File: config.mk
export PLATFORM = sky130hd
export DESIGN_NAME = uart_irq_vector_gen
export DESIGN_NICKNAME = d
export VERILOG_FILES = /design/src/rtl/uivg_pkg.sv /design/src/rtl/uivg_timer_bank.sv /design/src/rtl/uivg_pend_latch.sv /design/src/rtl/uivg_vec_enc.sv /design/src/rtl/uart_irq_vector_gen.sv
export SDC_FILE = /design/constraint.sdc
export NUM_CORES = 1
export LEC_CHECK = 0
export ABC_CLOCK_PERIOD_IN_PS = 3200
export BUFFER_PORTS_ARGS = -buffer_cell sky130_fd_sc_hd__buf_2
export CORE_MARGIN = 2
export CORE_UTILIZATION = 49
export DETAILED_ROUTE_END_ITERATION = 8
export GPL_ROUTABILITY_DRIVEN = 0
export PLACE_DENSITY = 0.72
export SLEW_MARGIN = 15
export SYNTH_ARGS = -nofsm -noshare
export SYNTH_HDL_FRONTEND = slang
export SYNTH_SLANG_ARGS = --single-unit
File: constraint.sdc
create_clock -name clk -period 3.2 [get_ports clk]
set_input_delay 0.16 -clock clk [delete_from_list [all_inputs] [get_ports clk]]
set_output_delay 0.16 -clock clk [all_outputs]
set_load 0.01 [all_outputs]
File: src/rtl/uivg_pkg.sv
// Package: shared constants and source-code mapping for the vector generator.
// Assumes eight sources with 3-bit codes and five interval timers.
package uivg_pkg;
    localparam int NSRC   = 8;
    localparam int CODE_W = 3;
    localparam int NTMR   = 5;
    localparam int VEC_W  = 8;

    localparam logic [CODE_W-1:0] CODE_SENSE = 3'd2;
    localparam logic [CODE_W-1:0] CODE_RX    = 3'd4;
    localparam logic [CODE_W-1:0] CODE_TX    = 3'd5;

    // Source code owned by timer index k (timers 1..5 map to 0,1,3,6,7).
    function automatic logic [CODE_W-1:0] tmr_code(input int k);
        case (k)
            0:       return 3'd0;
            1:       return 3'd1;
            2:       return 3'd3;
            3:       return 3'd6;
            default: return 3'd7;
        endcase
    endfunction
endpackage

File: src/rtl/uivg_timer_bank.sv
// Timer bank: one shared prescaler and NTMR down-counters.
// Each counter decrements once per prescaler tick. It pulses its expire output
// for one cycle when the count goes from 1 to 0, and then stops.
// Assumes a load has priority over a tick in the same cycle.
module uivg_timer_bank #(
    parameter int NTMR     = 5,
    parameter int CNT_W    = 8,
    parameter int SEL_W    = 3,
    parameter int TICK_DIV = 64
) (
    input  logic             clk,
    input  logic             rst_n,
    input  logic             load,
    input  logic [SEL_W-1:0] sel,
    input  logic [CNT_W-1:0] value,
    output logic [NTMR-1:0]  load_hit,
    output logic [NTMR-1:0]  expire
);
    localparam int PW = (TICK_DIV > 1) ? $clog2(TICK_DIV) : 1;
    localparam logic [PW-1:0] PRE_MAX = PW'(TICK_DIV - 1);

    logic [PW-1:0] pre_q;
    logic          tick;

    // Prescaler: free-running divider that produces one tick every TICK_DIV clocks.
    always_ff @(posedge clk) begin
        if (!rst_n)              pre_q <= '0;
        else if (pre_q == PRE_MAX) pre_q <= '0;
        else                     pre_q <= pre_q + PW'(1);
    end
    assign tick = (pre_q == PRE_MAX);

    for (genvar k = 0; k < NTMR; k++) begin : g_tmr
        logic [CNT_W-1:0] cnt_q;
        logic             run_q;
        logic             exp_q;

        assign load_hit[k] = load && (sel == SEL_W'(k));
        assign expire[k]   = exp_q;

        // Counter k: load or count down, and flag expiry once.
        always_ff @(posedge clk) begin
            if (!rst_n) begin
                cnt_q <= '0;
                run_q <= 1'b0;
                exp_q <= 1'b0;
            end else begin
                exp_q <= 1'b0;
                if (load_hit[k]) begin
                    cnt_q <= value;
                    run_q <= (value != '0);
                end else if (tick && run_q) begin
                    cnt_q <= cnt_q - CNT_W'(1);
                    if (cnt_q == CNT_W'(1)) begin
                        run_q <= 1'b0;
                        exp_q <= 1'b1;
                    end
                end
            end
        end
    end
endmodule

File: src/rtl/uivg_pend_latch.sv
// Pending latch: one sticky flag per source.
// A set in the same cycle as a clear wins, so no request is lost.
module uivg_pend_latch #(
    parameter int NSRC = 8
) (
    input  logic            clk,
    input  logic            rst_n,
    input  logic [NSRC-1:0] set_v,
    input  logic [NSRC-1:0] clr_v,
    output logic [NSRC-1:0] pend_q
);
    for (genvar i = 0; i < NSRC; i++) begin : g_flag
        // Flag i: hold, clear on service, set on event (set dominant).
        always_ff @(posedge clk) begin
            if (!rst_n)        pend_q[i] <= 1'b0;
            else if (set_v[i]) pend_q[i] <= 1'b1;
            else if (clr_v[i]) pend_q[i] <= 1'b0;
        end
    end
endmodule

File: src/rtl/uivg_vec_enc.sv
// Vector encoder: picks the lowest-coded active source and formats its vector.
// The output is 0xFF when no source is active.
// Purely combinational; assumes NSRC == 2**CODE_W.
module uivg_vec_enc #(
    parameter int NSRC   = 8,
    parameter int CODE_W = 3,
    parameter int VEC_W  = 8
) (
    input  logic [NSRC-1:0]   act,
    input  logic              restart,
    input  logic [2:0]        addr_hi,
    input  logic              chb,
    output logic              any,
    output logic [CODE_W-1:0] code,
    output logic [VEC_W-1:0]  vec
);
    // Fixed priority: scan from the top so the lowest set index is kept last.
    always_comb begin
        any  = 1'b0;
        code = '0;
        for (int i = NSRC - 1; i >= 0; i--) begin
            if (act[i]) begin
                any  = 1'b1;
                code = CODE_W'(i);
            end
        end
    end

    // Format: restart opcode or table index, 0xFF when idle.
    always_comb begin
        if (!any)         vec = '1;
        else if (restart) vec = {2'b11, code, 3'b111};
        else              vec = {addr_hi, chb, code, 1'b0};
    end
endmodule

File: src/rtl/uart_irq_vector_gen.sv
// Top: interrupt vector generator for one serial controller channel.
// Holds the mask and enable registers and the sense edge detector. It routes
// set and clear events into the pending latch, and serves the acknowledge bus
// and the polled vector.
// Assumes the event inputs are single-cycle pulses that are synchronous to clk.
module uart_irq_vector_gen #(
    parameter int TICK_DIV = 64
) (
    input  logic       clk,
    input  logic       rst_n,
    input  logic       strap_restart,
    input  logic [2:0] port_addr_hi,
    input  logic       chan_b,
    input  logic       mask_wr,
    input  logic [7:0] mask_data,
    input  logic       ctrl_wr,
    input  logic       ctrl_gen_en,
    input  logic       tmr_load,
    input  logic [2:0] tmr_sel,
    input  logic [7:0] tmr_value,
    input  logic       sense_in,
    input  logic       rx_avail,
    input  logic       rx_read,
    input  logic       tx_empty,
    input  logic       tx_write,
    input  logic       inta,
    output logic       irq,
    output logic [7:0] ack_vec,
    output logic [7:0] poll_vec
);
    import uivg_pkg::*;

    logic [NSRC-1:0]   mask_q;
    logic              en_q;
    logic              sense_q;
    logic [NSRC-1:0]   set_v;
    logic [NSRC-1:0]   clr_v;
    logic [NSRC-1:0]   pend_q;
    logic [NTMR-1:0]   tmr_exp;
    logic [NTMR-1:0]   tmr_hit;
    logic              any_act;
    logic [CODE_W-1:0] win_code;

    // Config registers: interrupt mask, generation enable, and the sense history.
    always_ff @(posedge clk) begin
        if (!rst_n) begin
            mask_q  <= '0;
            en_q    <= 1'b0;
            sense_q <= 1'b0;
        end else begin
            if (mask_wr) mask_q <= mask_data;
            if (ctrl_wr) en_q   <= ctrl_gen_en;
            sense_q <= sense_in;
        end
    end

    uivg_timer_bank #(
        .NTMR(NTMR), .CNT_W(8), .SEL_W(3), .TICK_DIV(TICK_DIV)
    ) u_tmr (
        .clk(clk), .rst_n(rst_n), .load(tmr_load), .sel(tmr_sel),
        .value(tmr_value), .load_hit(tmr_hit), .expire(tmr_exp)
    );

    // Event routing: collect the set and clear causes for every source code.
    always_comb begin
        set_v = '0;
        clr_v = '0;
        set_v[CODE_SENSE] = sense_in && !sense_q;
        set_v[CODE_RX]    = rx_avail;
        set_v[CODE_TX]    = tx_empty;
        clr_v[CODE_RX]    = rx_read;
        clr_v[CODE_TX]    = tx_write;
        for (int k = 0; k < NTMR; k++) begin
            set_v[tmr_code(k)] = set_v[tmr_code(k)] | tmr_exp[k];
            clr_v[tmr_code(k)] = clr_v[tmr_code(k)] | tmr_hit[k];
        end
        if (inta && irq) clr_v[win_code] = 1'b1;
    end

    uivg_pend_latch #(.NSRC(NSRC)) u_pend (
        .clk(clk), .rst_n(rst_n), .set_v(set_v), .clr_v(clr_v), .pend_q(pend_q)
    );

    uivg_vec_enc #(.NSRC(NSRC), .CODE_W(CODE_W), .VEC_W(VEC_W)) u_enc (
        .act(pend_q & mask_q), .restart(strap_restart), .addr_hi(port_addr_hi),
        .chb(chan_b), .any(any_act), .code(win_code), .vec(poll_vec)
    );

    assign irq     = en_q && any_act;
    assign ack_vec = inta ? poll_vec : 8'hFF;
endmodule

# After elaboration in Yosys (flattened, before gate mapping)
# Cells that the tools add are included.
# op_classes
magnitude_cmp	2
n_reduce_logical	46
n_mux	68
bitwise	8
n_eq_ne	10
addsub	6
# ops
operator	count
two-way mux 8 bit	14
two-way mux 1 bit	45
equality test 8 x 1 -> 1 bit, second input constant	5
subtractor 8 x 1 -> 8 bit, second input constant	5
nonzero test 2 bit	18
two-way mux 3 bit	8
OR reduction 3 bit	5
logical AND 1 bit	14
AND reduction 2 bit	5
bitwise AND 8 bit	1
bitwise OR 8 bit	1
nonzero test 8 bit	1
adder 6 x 1 -> 6 bit, second input constant	1
equality test 3 x 2 -> 1 bit, second input constant	2
equality test 6 bit, second input constant	1
NOT 1 bit	6
less-than comparator 3 x 4 -> 1 bit, second input constant	1
demux 1 bit (select 3 bit)	1
equality test 3 x 1 -> 1 bit, second input constant	1
equality test 3 bit, second input constant	1
greater-or-equal comparator 3 x 1 -> 1 bit, second input constant	1
logical NOT 3 bit	1
OR reduction 2 bit	1
logical NOT 1 bit	1
# totals
output_inout_bits	17
ff_bits	74
input_bits	36

# Depth between registers and ports, before layout
# logic_depth
ltp_word	17
depth_mapped	7
mapped_depth_nobuf	6

# Hierarchy
# A second synthesis with hierarchy kept.
# unflattened
cells_unflattened	486
hier_area_um2	4166.5
# by_module_without_submodules
module	cells_each	n_inst	area_each_um2
uivg_timer_bank	366	1	3032.9
uart_irq_vector_gen	63	1	575.6
uivg_pend_latch	25	1	337.8
uivg_vec_enc	32	1	220.2

# Least setup slack after synthesis
# No wires, ideal clock.
# synth_path
path_kind	flip-flop to flip-flop
start	reg u_tmr.pre_q[0]
end	reg u_tmr.g_tmr[0].cnt_q[7]
period_less_slack_ps	1810
arrival_ps	1736
setup_ps	74
setup_slack_ps	1390
stages_incl_launch_ff	7
path_cell_list	dfxtp_1 -> ha_1 -> and4_1 -> clkbuf_1 -> nand3_1 -> or4b_1 -> a31oi_1
# synth_between
elab_chain_len	3
# synth_rtl
item	line	rtl
start, declared	uivg_timer_bank.sv:22	logic [PW-1:0] pre_q;
start signal, assigned	uivg_timer_bank.sv:29	else pre_q <= pre_q + PW'(1);
equality test 6 bit	uivg_timer_bank.sv:31	assign tick = (pre_q == PRE_MAX);
logical AND 1 bit	uivg_timer_bank.sv:52	end else if (tick && run_q) begin
nonzero test 2 bit (no line)	--	
end signal, assigned	uivg_timer_bank.sv:50	cnt_q <= value;
end signal, assigned	uivg_timer_bank.sv:53	cnt_q <= cnt_q - CNT_W'(1);
end, declared	uivg_timer_bank.sv:34	logic [CNT_W-1:0] cnt_q;
# Every way passes these cells.
# A chain may end at the register's enable or synchronous reset.

# Final worst setup path
# layout_path
start	reg u_tmr.pre_q[0]
end	reg u_tmr.g_tmr[2].cnt_q[4]
# layout_between
elab_chain_len	3
# layout_rtl
item	line
equality test 6 bit	uivg_timer_bank.sv:31
logical AND 1 bit	uivg_timer_bank.sv:52
nonzero test 2 bit (no line)	--
end signal, assigned	uivg_timer_bank.sv:50
end signal, assigned	uivg_timer_bank.sv:53
end, declared	uivg_timer_bank.sv:34
# Every way passes these cells.

==> run metrics <==
status completed; total core area 7767 um^2; Synth area leaders dfxtp_1 38%, o21ai_0 5.0%, xnor2_1 4.0%, nor2_1 3.7%, a21oi_1 3.6%; met1 usage 29.41%; headroom to the max-slew limit 40.45%; vias per cell 5.892; GRT busiest layer met2; DR vias 3671; crit path time final between 2 and 2.5 ns; critical path startpoint u_tmr.pre_q[0]; Overflow after GRT 0; mean post-synth cell area a little over 8 um^2; PD cells around 410 nW/um^2; filler instances 772; #FFs+latches synth 74; Hold/Removal Path Class input port to register; FFs w/ async S/R, synth 0%; antenna violations before repair 0; vias in the first global route 3465; Max Fclk 451.3 MHz; Syn Std Cell Area 3933 um^2; combined area of the multi-input logic cells 2280 um^2; CP endpoint kind register; Yosys top cell area share 37.67%; total global-route track usage 23.56%; Synth Flop Type dfxtp_1; layout cells sized above 1 15.74%; number of buffers added on ports 52; Post-CTS Setup Inserts 0; unrepaired setup endpoints after global routing no; sequential-to-total area share from yosys stat 37.67%; worst setup path class register to register; Final Net Count 564; FF/Latch Area 1481 um^2; WL/cell 16.13 um; Remaining DRCs 0; Synth cell types 48; count leader, synth dfxtp_1; top post-synthesis cells by count 74 x dfxtp_1, 39 x nor2_1, 39 x o21ai_0; final WL 10.05 mm; initial core utilization 50.63%; CTS tree built; die width 93.59 um; clk_skew roughly 0.009 ns; final hold viol count 0; first-pass GRT wire length 16.08 mm; min-delay src sense_in; GR Layer Usage met2 39.39%; setup_tns 0 ns; max cap viols 0; First-pass DRT Iterations 4; Post-synth EDFFs 0; post-synthesis instance total 476; Die Ht just over 90 um; met3 usage 3.787%; worst-path fanout max 17; Num CTS Buffers 9; DIE AREA between 8000 and 9000 um^2; cell taking the most area after synthesis dfxtp_1; worst slew pin tran about 0.89 ns; Worst EP required roughly 3.5 ns; worst vdd ir 240.6 uV; root buf cell clkbuf_8; largest net degree at the start of global routing 50; # hold bufs at CTS 0; CTS-repair resized insts 0; CTS clk-pin slew, worst paths 0.08 ns; Static Leak 1.568 nW; Clock Latency Late Sink roughly 0.36 ns; CTS Buffer Depth 2; CP startpoint kind register; utilization after layout between 50% and 60%; Pwr Total 1.789 mW; Initial DRC Count 204; CTS sink count 74; Synth Warn # 0; Finish-stage setup viols 0; n_diodes 0; Final ANT Viol Nets 0; final period utilization ~70%; FP Rows 32; Mapped Nets roughly 520; HPWL after detailed placement approximately 7 mm; Layout area overhead 11.93%; final slew viol count 0; CP Data Arrival Time 2.49 ns; top-level port count 53; H-tree Lvls 3; Worst R2R Start u_tmr.pre_q[0]
[area by class of cell]
class	instances	share of cell area, %
Clock buffer	11	2.985
Clock inverter	4	0.4548
Inverter	19	1.620
Multi-Input combinational cell	357	51.79
Sequential cell	74	33.66
Tap cell	102	2.899
Timing Repair Buffer	56	6.595
[per-layer routing]
| layer | vias up | wire, um |
|---|---|---|
| met3 | 25 | 488 |
| met1 | 1719 | 4560 |
| met2 | 100 | 4713 |
| met5 | - | 0 |
| li1 | 1827 | - |
| met4 | 0 | 285 |
[kinds of logic after synthesis]
logic type               after synthesis  share of synthesized area [%]
buffers and inverters                 45                          4.359
AO/OA/AOI/OAI                        110                          16.74
XOR/XNOR                              25                          5.568
adder cells (fa/ha/maj)               11                          3.500
AND/OR/NAND/NOR                      196                          28.16
multiplexers                          15                          4.009
flip-flops                            74                          37.67
[layout by cell type (no fill, tap or decap), drive strengths merged, types with 4 or more instances in the layout]
master   netlist  layout
clkinv         0       4
o21ai         39      39
xnor2         18      18
inv           19      19
mux2i          9       9
a21oi         28      28
or3           10      10
nor3          20      20
or4           10      10
o211ai         6       6
o22ai          5       5
nand4         12      12
buf            5      56
ha            11      11
and3           8       8
clkbuf        21      11
nor4          10      10
xor2           7       7
a311oi         4       4
and2           5       5
or2            4       4
nand3b         8       8
nor2          39      39
mux2           6       6
dfxtp         74      74
nand2         23      23
nand4bb        6       6
nand2b         7       7
a211oi         8       8
nand3         23      23
a31oi          6       6
[per-stage QoR]
step,hold WS (ns),area [um^2],cells,setup WS (ns)
3_5_place_dp,0.3871,4250,608,1.012
6_report,0.02658,4402,623,0.9844
3_3_place_gp,0.3818,4250,608,1.067
2_1_floorplan,0.2817,3933,476,1.390
4_1_cts,0.02277,4402,623,1.010
5_1_grt,0.04467,4402,623,0.8091
[path summary, 6_finish.rpt]
check / slack, ns / to / cells past startpoint
min reg2reg: 0.45 / u_tmr.pre_q[0] / 1
min: 0.03 / sense_q / 2
max reg2reg: 0.98 / u_tmr.g_tmr[2].cnt_q[4] / 5
max: 0.98 / u_tmr.g_tmr[2].cnt_q[4] / 5
[power breakdown]
group	internal (mW)	switching [mW]	leakage [nW]
Combinational	0.0827	0.111	0.883
Sequential	0.952	0.0310	0.603
Clock	0.272	0.339	0.0827
[state kept, by name, indices dropped and copies added, names as in the netlist]
register	cells
en_q	1
mask_q	8
u_tmr.g_tmr.run_q	5
sense_q	1
u_tmr.g_tmr.cnt_q	40
u_tmr.g_tmr.exp_q	5
u_pend.pend_q	8
u_tmr.pre_q	6
[worst max-delay path: stages, from the launching register on]
cell and delay, ns:
dfxtp_1 0.35, ha_1 0.24, nand4_1 0.64, nor4_1 0.56, xnor2_1 0.12, a211oi_1 0.22
Note: power is estimated with default switching activity, not from simulation.
